<file path="src/rtl/pocsag_pkg.sv">
package pocsag_pkg;

    localparam int CW_W      = 32;
    localparam int NUM_SLOTS = 6;
    localparam int IDX_W     = $clog2(NUM_SLOTS);
    localparam int ADDR_W    = 21;
    localparam int FRAME_W   = 3;
    localparam int BATCH_CW  = 16;
    localparam int OPT_LEN   = 192;
    localparam int OPT_EN_LSB = NUM_SLOTS * ADDR_W;
    localparam int OPT_END2  = OPT_EN_LSB + NUM_SLOTS;
    localparam int OPT_INV   = OPT_END2 + 1;
    localparam int OPT_KEEP  = OPT_INV + 1;
    localparam int BCH_PAR   = 10;

    localparam logic [CW_W-1:0] SYNC_CW = 32'h7CD2_15D8;
    localparam logic [CW_W-1:0] IDLE_CW = 32'h7A89_C197;
    localparam logic [BCH_PAR:0] BCH_POLY = 11'h769;

    typedef struct packed {
        logic [NUM_SLOTS-1:0][ADDR_W-1:0] addr;
        logic [NUM_SLOTS-1:0]             en;
        logic                             end2;
        logic                             inv;
    } cfg_t;

    typedef struct packed {
        logic               vld;
        logic [CW_W-1:0]    data;
        logic [FRAME_W-1:0] frame;
    } cw_evt_t;

    typedef struct packed {
        logic             any;
        logic [IDX_W-1:0] idx;
    } pick_t;

    typedef enum logic [1:0] {FR_HUNT, FR_BATCH, FR_RESYNC} fr_state_e;
    typedef enum logic {RX_IDLE, RX_MSG} rx_state_e;

    // Remainder of the 31-bit code part over the generator plus even parity.
    function automatic logic cw_ok(input logic [CW_W-1:0] cw);
        logic [CW_W-2:0] r;
        r = cw[CW_W-1:1];
        for (int i = CW_W - 2; i >= BCH_PAR; i--) begin
            if (r[i]) r = r ^ ((CW_W-1)'(BCH_POLY) << (i - BCH_PAR));
        end
        return (r[BCH_PAR-1:0] == '0) && !(^cw);
    endfunction

    function automatic pick_t first_hit(input logic [NUM_SLOTS-1:0] hit);
        pick_t p;
        p.any = |hit;
        p.idx = '0;
        for (int k = NUM_SLOTS - 1; k >= 0; k--) begin
            if (hit[k]) p.idx = IDX_W'(k);
        end
        return p;
    endfunction

    function automatic logic [7:0] hdr_byte(input logic [IDX_W-1:0] idx,
                                            input logic [1:0] func);
        return {idx, 1'b0, func, 2'b00};
    endfunction

    function automatic logic [7:0] tag_byte(input logic [IDX_W-1:0] idx,
                                            input logic bad);
        return {idx, 1'b1, bad, 3'b000};
    endfunction

endpackage

</file>
<file path="src/rtl/pcw_optload.sv">
module pcw_optload
    import pocsag_pkg::*;
#(
    parameter int LEN  = OPT_LEN,
    parameter int KEEP = OPT_KEEP
) (
    input  logic clk,
    input  logic rst,
    input  logic opt_clk,
    input  logic opt_dat,
    input  logic opt_rst,
    input  logic dec_en,
    output cfg_t cfg,
    output logic run
);
    localparam int CNT_W = $clog2(LEN + 1);

    // Only the low KEEP positions carry live fields; earlier bits fall off.
    logic [KEEP-1:0]  chain;
    logic [CNT_W-1:0] cnt;
    logic             clk_q;
    logic             en_q;

    always_ff @(posedge clk) begin
        if (rst) begin
            chain <= '0;
            cnt   <= '0;
            clk_q <= 1'b0;
            en_q  <= 1'b0;
            run   <= 1'b0;
        end else begin
            clk_q <= opt_clk;
            en_q  <= dec_en;
            if (opt_rst) begin
                chain <= '0;
                cnt   <= '0;
                run   <= 1'b0;
            end else begin
                if (opt_clk && !clk_q && !run) begin
                    chain <= {chain[KEEP-2:0], opt_dat};
                    if (cnt != CNT_W'(LEN)) cnt <= cnt + 1'b1;
                end
                if (!dec_en && en_q && cnt == CNT_W'(LEN)) run <= 1'b1;
            end
        end
    end

    always_comb begin
        for (int k = 0; k < NUM_SLOTS; k++) begin
            cfg.addr[k] = chain[k*ADDR_W +: ADDR_W];
        end
        cfg.en   = chain[OPT_EN_LSB +: NUM_SLOTS];
        cfg.end2 = chain[OPT_END2];
        cfg.inv  = chain[OPT_INV];
    end

endmodule

</file>
<file path="src/rtl/pcw_framer.sv">
module pcw_framer
    import pocsag_pkg::*;
#(
    parameter int SLOTS = BATCH_CW
) (
    input  logic    clk,
    input  logic    rst,
    input  logic    run,
    input  logic    bit_vld,
    input  logic    bit_in,
    input  logic    inv,
    output cw_evt_t evt,
    output logic    lost
);
    localparam int BIT_W  = $clog2(CW_W);
    localparam int SLOT_W = $clog2(SLOTS);
    localparam logic [BIT_W-1:0]  LAST_BIT  = BIT_W'(CW_W - 1);
    localparam logic [SLOT_W-1:0] LAST_SLOT = SLOT_W'(SLOTS - 1);

    fr_state_e         st;
    logic [CW_W-1:0]   sr;
    logic [BIT_W-1:0]  bcnt;
    logic [SLOT_W-1:0] slot;
    logic [CW_W-1:0]   win;

    assign win = {sr[CW_W-2:0], bit_in ^ inv};

    always_ff @(posedge clk) begin
        if (rst || !run) begin
            st   <= FR_HUNT;
            sr   <= '0;
            bcnt <= '0;
            slot <= '0;
            evt  <= '0;
            lost <= 1'b0;
        end else begin
            evt.vld <= 1'b0;
            lost    <= 1'b0;
            if (bit_vld) begin
                sr <= win;
                case (st)
                    FR_HUNT: begin
                        if (win == SYNC_CW) begin
                            st   <= FR_BATCH;
                            bcnt <= '0;
                            slot <= '0;
                        end
                    end
                    FR_BATCH: begin
                        bcnt <= bcnt + 1'b1;
                        if (bcnt == LAST_BIT) begin
                            evt.vld   <= 1'b1;
                            evt.data  <= win;
                            evt.frame <= slot[SLOT_W-1:1];
                            if (slot == LAST_SLOT) st <= FR_RESYNC;
                            else slot <= slot + 1'b1;
                        end
                    end
                    FR_RESYNC: begin
                        bcnt <= bcnt + 1'b1;
                        if (bcnt == LAST_BIT) begin
                            slot <= '0;
                            if (win == SYNC_CW) begin
                                st <= FR_BATCH;
                            end else begin
                                st   <= FR_HUNT;
                                lost <= 1'b1;
                            end
                        end
                    end
                    default: st <= FR_HUNT;
                endcase
            end
        end
    end

endmodule

</file>
<file path="src/rtl/pcw_msgctl.sv">
module pcw_msgctl
    import pocsag_pkg::*;
#(
    parameter int QDEPTH = 4
) (
    input  logic       clk,
    input  logic       rst,
    input  logic       run,
    input  logic       bit_vld,
    input  cfg_t       cfg,
    input  cw_evt_t    evt,
    input  logic       lost,
    output logic       byte_vld,
    output logic [7:0] byte_out,
    output logic       irq
);
    localparam int QC_W = $clog2(QDEPTH + 1);

    rx_state_e              state, nstate;
    logic [IDX_W-1:0]       cur_idx, nidx;
    logic                   bad_run, nbad;
    logic [QDEPTH-1:0][7:0] q, lbytes;
    logic [QC_W-1:0]        qcnt, lcnt;
    logic                   q_hdr, lhdr, ld;
    logic                   out_hdr;
    logic                   ok, is_addr;
    logic [NUM_SLOTS-1:0]   hit;
    pick_t                  pick;
    logic [ADDR_W-1:0]      rx_addr;

    assign rx_addr = {evt.data[CW_W-2:13], evt.frame};
    assign ok      = cw_ok(evt.data);
    assign is_addr = ok && !evt.data[CW_W-1] && (evt.data != IDLE_CW);

    for (genvar k = 0; k < NUM_SLOTS; k++) begin : g_cmp
        assign hit[k] = cfg.en[k] && (cfg.addr[k] == rx_addr);
    end

    assign pick = first_hit(hit);

    always_comb begin
        nstate = state;
        nidx   = cur_idx;
        nbad   = bad_run;
        ld     = 1'b0;
        lbytes = '0;
        lcnt   = '0;
        lhdr   = 1'b0;
        if (evt.vld) begin
            if (is_addr) begin
                nstate = RX_IDLE;
                nbad   = 1'b0;
                if (pick.any) begin
                    nstate    = RX_MSG;
                    nidx      = pick.idx;
                    ld        = 1'b1;
                    lbytes[0] = hdr_byte(pick.idx, evt.data[12:11]);
                    lcnt      = QC_W'(1);
                    lhdr      = 1'b1;
                end
            end else if (state == RX_MSG) begin
                if (evt.data == IDLE_CW) begin
                    nstate = RX_IDLE;
                    nbad   = 1'b0;
                end else if (!ok && (!cfg.end2 || bad_run)) begin
                    nstate = RX_IDLE;
                    nbad   = 1'b0;
                end else begin
                    nbad      = !ok;
                    ld        = 1'b1;
                    lbytes[0] = tag_byte(cur_idx, !ok);
                    lbytes[1] = evt.data[30:23];
                    lbytes[2] = evt.data[22:15];
                    lbytes[3] = {evt.data[14:11], 4'b0000};
                    lcnt      = QC_W'(4);
                end
            end
        end
    end

    always_ff @(posedge clk) begin
        if (rst || !run) begin
            state    <= RX_IDLE;
            cur_idx  <= '0;
            bad_run  <= 1'b0;
            q        <= '0;
            qcnt     <= '0;
            q_hdr    <= 1'b0;
            out_hdr  <= 1'b0;
            byte_vld <= 1'b0;
            byte_out <= '0;
            irq      <= 1'b0;
        end else begin
            byte_vld <= 1'b0;
            irq      <= byte_vld && out_hdr;
            state    <= lost ? RX_IDLE : nstate;
            cur_idx  <= nidx;
            bad_run  <= lost ? 1'b0 : nbad;
            if (ld) begin
                q     <= lbytes;
                qcnt  <= lcnt;
                q_hdr <= lhdr;
            end else if (bit_vld && qcnt != '0) begin
                byte_vld <= 1'b1;
                byte_out <= q[0];
                out_hdr  <= q_hdr;
                q        <= {8'h00, q[QDEPTH-1:1]};
                qcnt     <= qcnt - 1'b1;
                q_hdr    <= 1'b0;
            end
        end
    end

endmodule

</file>
<file path="src/rtl/pocsag_addr_match.sv">
module pocsag_addr_match
    import pocsag_pkg::*;
(
    input  logic       clk,
    input  logic       rst,
    input  logic       bit_vld,
    input  logic       bit_in,
    input  logic       opt_clk,
    input  logic       opt_dat,
    input  logic       opt_rst,
    input  logic       dec_en,
    output logic       byte_vld,
    output logic [7:0] byte_out,
    output logic       irq
);
    cfg_t    cfg;
    logic    run;
    cw_evt_t evt;
    logic    lost;

    pcw_optload u_optload (
        .clk     (clk),
        .rst     (rst),
        .opt_clk (opt_clk),
        .opt_dat (opt_dat),
        .opt_rst (opt_rst),
        .dec_en  (dec_en),
        .cfg     (cfg),
        .run     (run)
    );

    pcw_framer u_framer (
        .clk     (clk),
        .rst     (rst),
        .run     (run),
        .bit_vld (bit_vld),
        .bit_in  (bit_in),
        .inv     (cfg.inv),
        .evt     (evt),
        .lost    (lost)
    );

    pcw_msgctl u_msgctl (
        .clk      (clk),
        .rst      (rst),
        .run      (run),
        .bit_vld  (bit_vld),
        .cfg      (cfg),
        .evt      (evt),
        .lost     (lost),
        .byte_vld (byte_vld),
        .byte_out (byte_out),
        .irq      (irq)
    );

endmodule

</file>
<file path="config.mk">
export PLATFORM = sky130hd
export DESIGN_NAME = pocsag_addr_match
export DESIGN_NICKNAME = d
export VERILOG_FILES = /design/src/rtl/pocsag_pkg.sv /design/src/rtl/pcw_optload.sv /design/src/rtl/pcw_framer.sv /design/src/rtl/pcw_msgctl.sv /design/src/rtl/pocsag_addr_match.sv
export SDC_FILE = /design/constraint.sdc
export NUM_CORES = 1
export LEC_CHECK = 0
export BUFFER_PORTS_ARGS = -buffer_cell sky130_fd_sc_hd__buf_2
export CORE_MARGIN = 2
export CORE_UTILIZATION = 35
export CTS_CLUSTER_DIAMETER = 40
export DETAILED_ROUTE_END_ITERATION = 7
export PLACE_DENSITY = 0.53
export SLEW_MARGIN = 20
export SYNTH_ARGS = -nofsm -noshare
export SYNTH_HDL_FRONTEND = slang
export SYNTH_SLANG_ARGS = --single-unit
</file>
<file path="constraint.sdc">
create_clock -name clk -period 5.85 [get_ports clk]
set_input_delay 0 -clock clk [delete_from_list [all_inputs] [get_ports clk]]
set_output_delay 0 -clock clk [all_outputs]
set_load 0.005 [all_outputs]
</file>
==> run metrics <==
Post-synth EDFFs 0; Combinational Power Share 0.018; register area share after synthesis 0.410; Pleak 5.35 nW; Die W 199 um; Int Power 3.38 mW; PD cells 289 nW/um^2; vias in the first global route 10100; WP data required 6.25 ns; crit start category register; synthesis warning total 0; # DRC 0; ANT nets after route 0; area occupied by multi-input gates 7290 um^2; FF/Latch Area 5450 um^2; crit path DAT 4.93 ns; post-synthesis adder-cell area fraction 0.0254; DR WL/cell 16.7 um; # port buffers 17; largest family of logic cells by synthesized area simple AND/OR/NAND/NOR gates; cells after synthesis 1578; Cell Count Post-Placement 2024; Sink Count 272; Worst setup EP type register; mux cell area share after synthesis 0.0333; Buf/Inv on CP 1; DR pass1 iterations 5; GR Overflow Total 0; Nets 1597; detailed-route wire length 35.0 mm; Area Growth Syn to Fin 14.9%; main flop type after synthesis dfxtp_1; ys async rst share 0; Tot Pwr 4.41 mW; clock skew 0.0233 ns; DR vias/cell 5.01; Post-Synth Simple-Gate Area 0.194; compound-cell area share of the yosys netlist 0.121; Yosys reg bits 272; setup repair bufs after CTS 0; slowest cell on the critical path mux2_2; Area contributors post-synth dfxtp_1 41%, nand2_1 11%, xnor2_1 8.6%; GRT Util Overall 0.179; Final Critical Period 4.53 ns; post-DP HPWL 22.2 mm; Rel. slew slack 0.344; Synth top cells by count 376 x nand2_1, 272 x dfxtp_1, 204 x a21oi_1, 130 x xnor2_1; power share of the sequential group 0.421; Inserted Clock Buffers 40; routed vias 10500; Worst Max-Slew Pin Slew 0.982 ns; clk slew on worst S/H paths 0.06 ns; setup ws final 1.32 ns; Netlist Area Pre-Place 13300 um^2; # fillers 3879; CP peak stage delay 0.58 ns; clk_lat worst skew 0.56 ns; Yosys cell types 61; Worst Hold Class in -> reg; Synth Area in XOR/XNOR 0.174; cts-stage hold buffer count 6; Gates resized, CTS repair 0; initial DRC count 703; layout cells sized above 1 0.0886; switching pwr 1.03 mW; clock share of power 0.561; most instantiated library cell after synthesis nand2_1; design area 15300 um^2; maximum vdd drop 0.000218 V; worst-path maximum fanout 24; FMAX 0.221 GHz; CTS tree yes; RSZ-0062 raised after global routing false; cell family with most CP delay XOR/XNOR gates; Synth top area share 0.410; final setup vio count 0; first-pass GRT wire length 55.7 mm; final core utilization 0.407; syn_nets 1613; Initial Utilization 0.354; Post-DP Area 13800 um^2; GPL Wtd Cong 0.813; Post-Place Worst Slack 1.32 ns; initial antenna violation count 0; sw frac 0.234; Site Rows 71; core area 37500 um^2; H-tree levels 2; pin count of the biggest net entering global routing 92; Die H 199 um; CTS Buffer Depth 3; I/O pins 18; area leader, netlist dfxtp_1; Hold Vio Cnt, Final 0; Hold Slack 0.119 ns; Tcrit/Tclk final 0.775; area of the die 39500 um^2; final max-slew violation count 0; # Max-Cap Violations 0; CTS root buffer clkbuf_16; non-filler cells, final 2102; setup TNS 0 ns; Crit Path Class reg -> reg; outcome complete, no violations; Diodes inserted 0; critical path cell sequence inv_1 -> ha_1 -> xnor2_1 -> xnor3_1 -> xnor3_1 -> xnor2_1 -> mux2_4 -> nor4_4 -> o2111a_2 -> mux2_2 -> a221oi_1 -> a311oi_1; syn_area_per_cell 8.42 um^2
-- routing by layer --
| metal | share of wire | up-vias | track usage |
|---|---|---|---|
| met5 | 0 | - | 0 |
| met4 | 0.024 | 0 | 0.0522 |
| met3 | 0.038 | 54 | 0.0290 |
| met2 | 0.45 | 174 | 0.292 |
| met1 | 0.49 | 5000 | 0.244 |
| li1 | - | 5294 | - |
-- layout by cell type (no fill, tap or decap), types with 17 or more instances in the layout --
cell type    n
nor2_1      72
clkbuf_16   40
a21oi_1    204
dfxtp_1    271
xnor3_1     17
nand2_1    376
nand4_1     40
ha_1        27
xnor2_1    130
inv_1       26
nor4_1      24
nand3_1     34
xor2_1      76
mux2i_1     38
buf_2       17
buf_4       29
-- registers in the layout, indices dropped and copies added, names as in the netlist, 4 cells and up --
| name | count |
|---|---|
| u_optload.chain | 134 |
| u_framer.evt | 36 |
| u_framer.sr | 31 |
| u_msgctl.q | 28 |
| u_msgctl.byte_out | 8 |
| u_optload.cnt | 8 |
| u_framer.bcnt | 5 |
| u_framer.slot | 4 |
-- area by class of cell --
class | count | share of cell area
Clock buffer | 49 | 0.0724
Clock inverter | 22 | 0.0192
Inverter | 27 | 0.00664
Multi-Input combinational cell | 1168 | 0.478
Sequential cell | 272 | 0.357
Tap cell | 511 | 0.0419
Timing Repair Buffer | 53 | 0.0251
-- final timing paths --
path	from	to	slack (ns)	cells past startpoint
max	u_framer.evt[34]	u_msgctl.q[6]	1.32	12
min reg2reg	u_framer.evt[12]	u_framer.evt[12]	0.46	2
max reg2reg	u_framer.evt[34]	u_msgctl.q[6]	1.32	12
min	bit_vld	u_framer.lost	0.12	4
-- worst register-to-register path: cells and delay by family, from the launching register on --
kind                     cells  cell delay [ns]
AO/OA/AOI/OAI                3             0.89
XOR/XNOR                     4             1.48
adder cells (fa/ha/maj)      1             0.40
buffers and inverters        1             0.12
flip-flops                   1             0.42
multiplexers                 2             0.91
AND/OR/NAND/NOR              1             0.16
-- cells by family (layout without fill, tap and decap cells) --
family | count (synthesis) | count (layout)
compound gates | 276 | 276
xor+xnor | 230 | 230
mux | 43 | 43
fa+ha+maj | 27 | 27
simple gates | 592 | 592
flops | 272 | 272
buf+inv | 138 | 151
-- power groups by stage --
stage                     combinational [mW]  clock, mW  sequential [mW]
after floorplan                       0.0576          0             1.90
after global placement                0.0772          0             1.90
after global routing                  0.0885       2.61             1.85
final                                 0.0815       2.48             1.86
after CTS                             0.0797       2.53             1.86
after detailed placement              0.0768          0             1.90
Power figures use the tool's default switching activity.
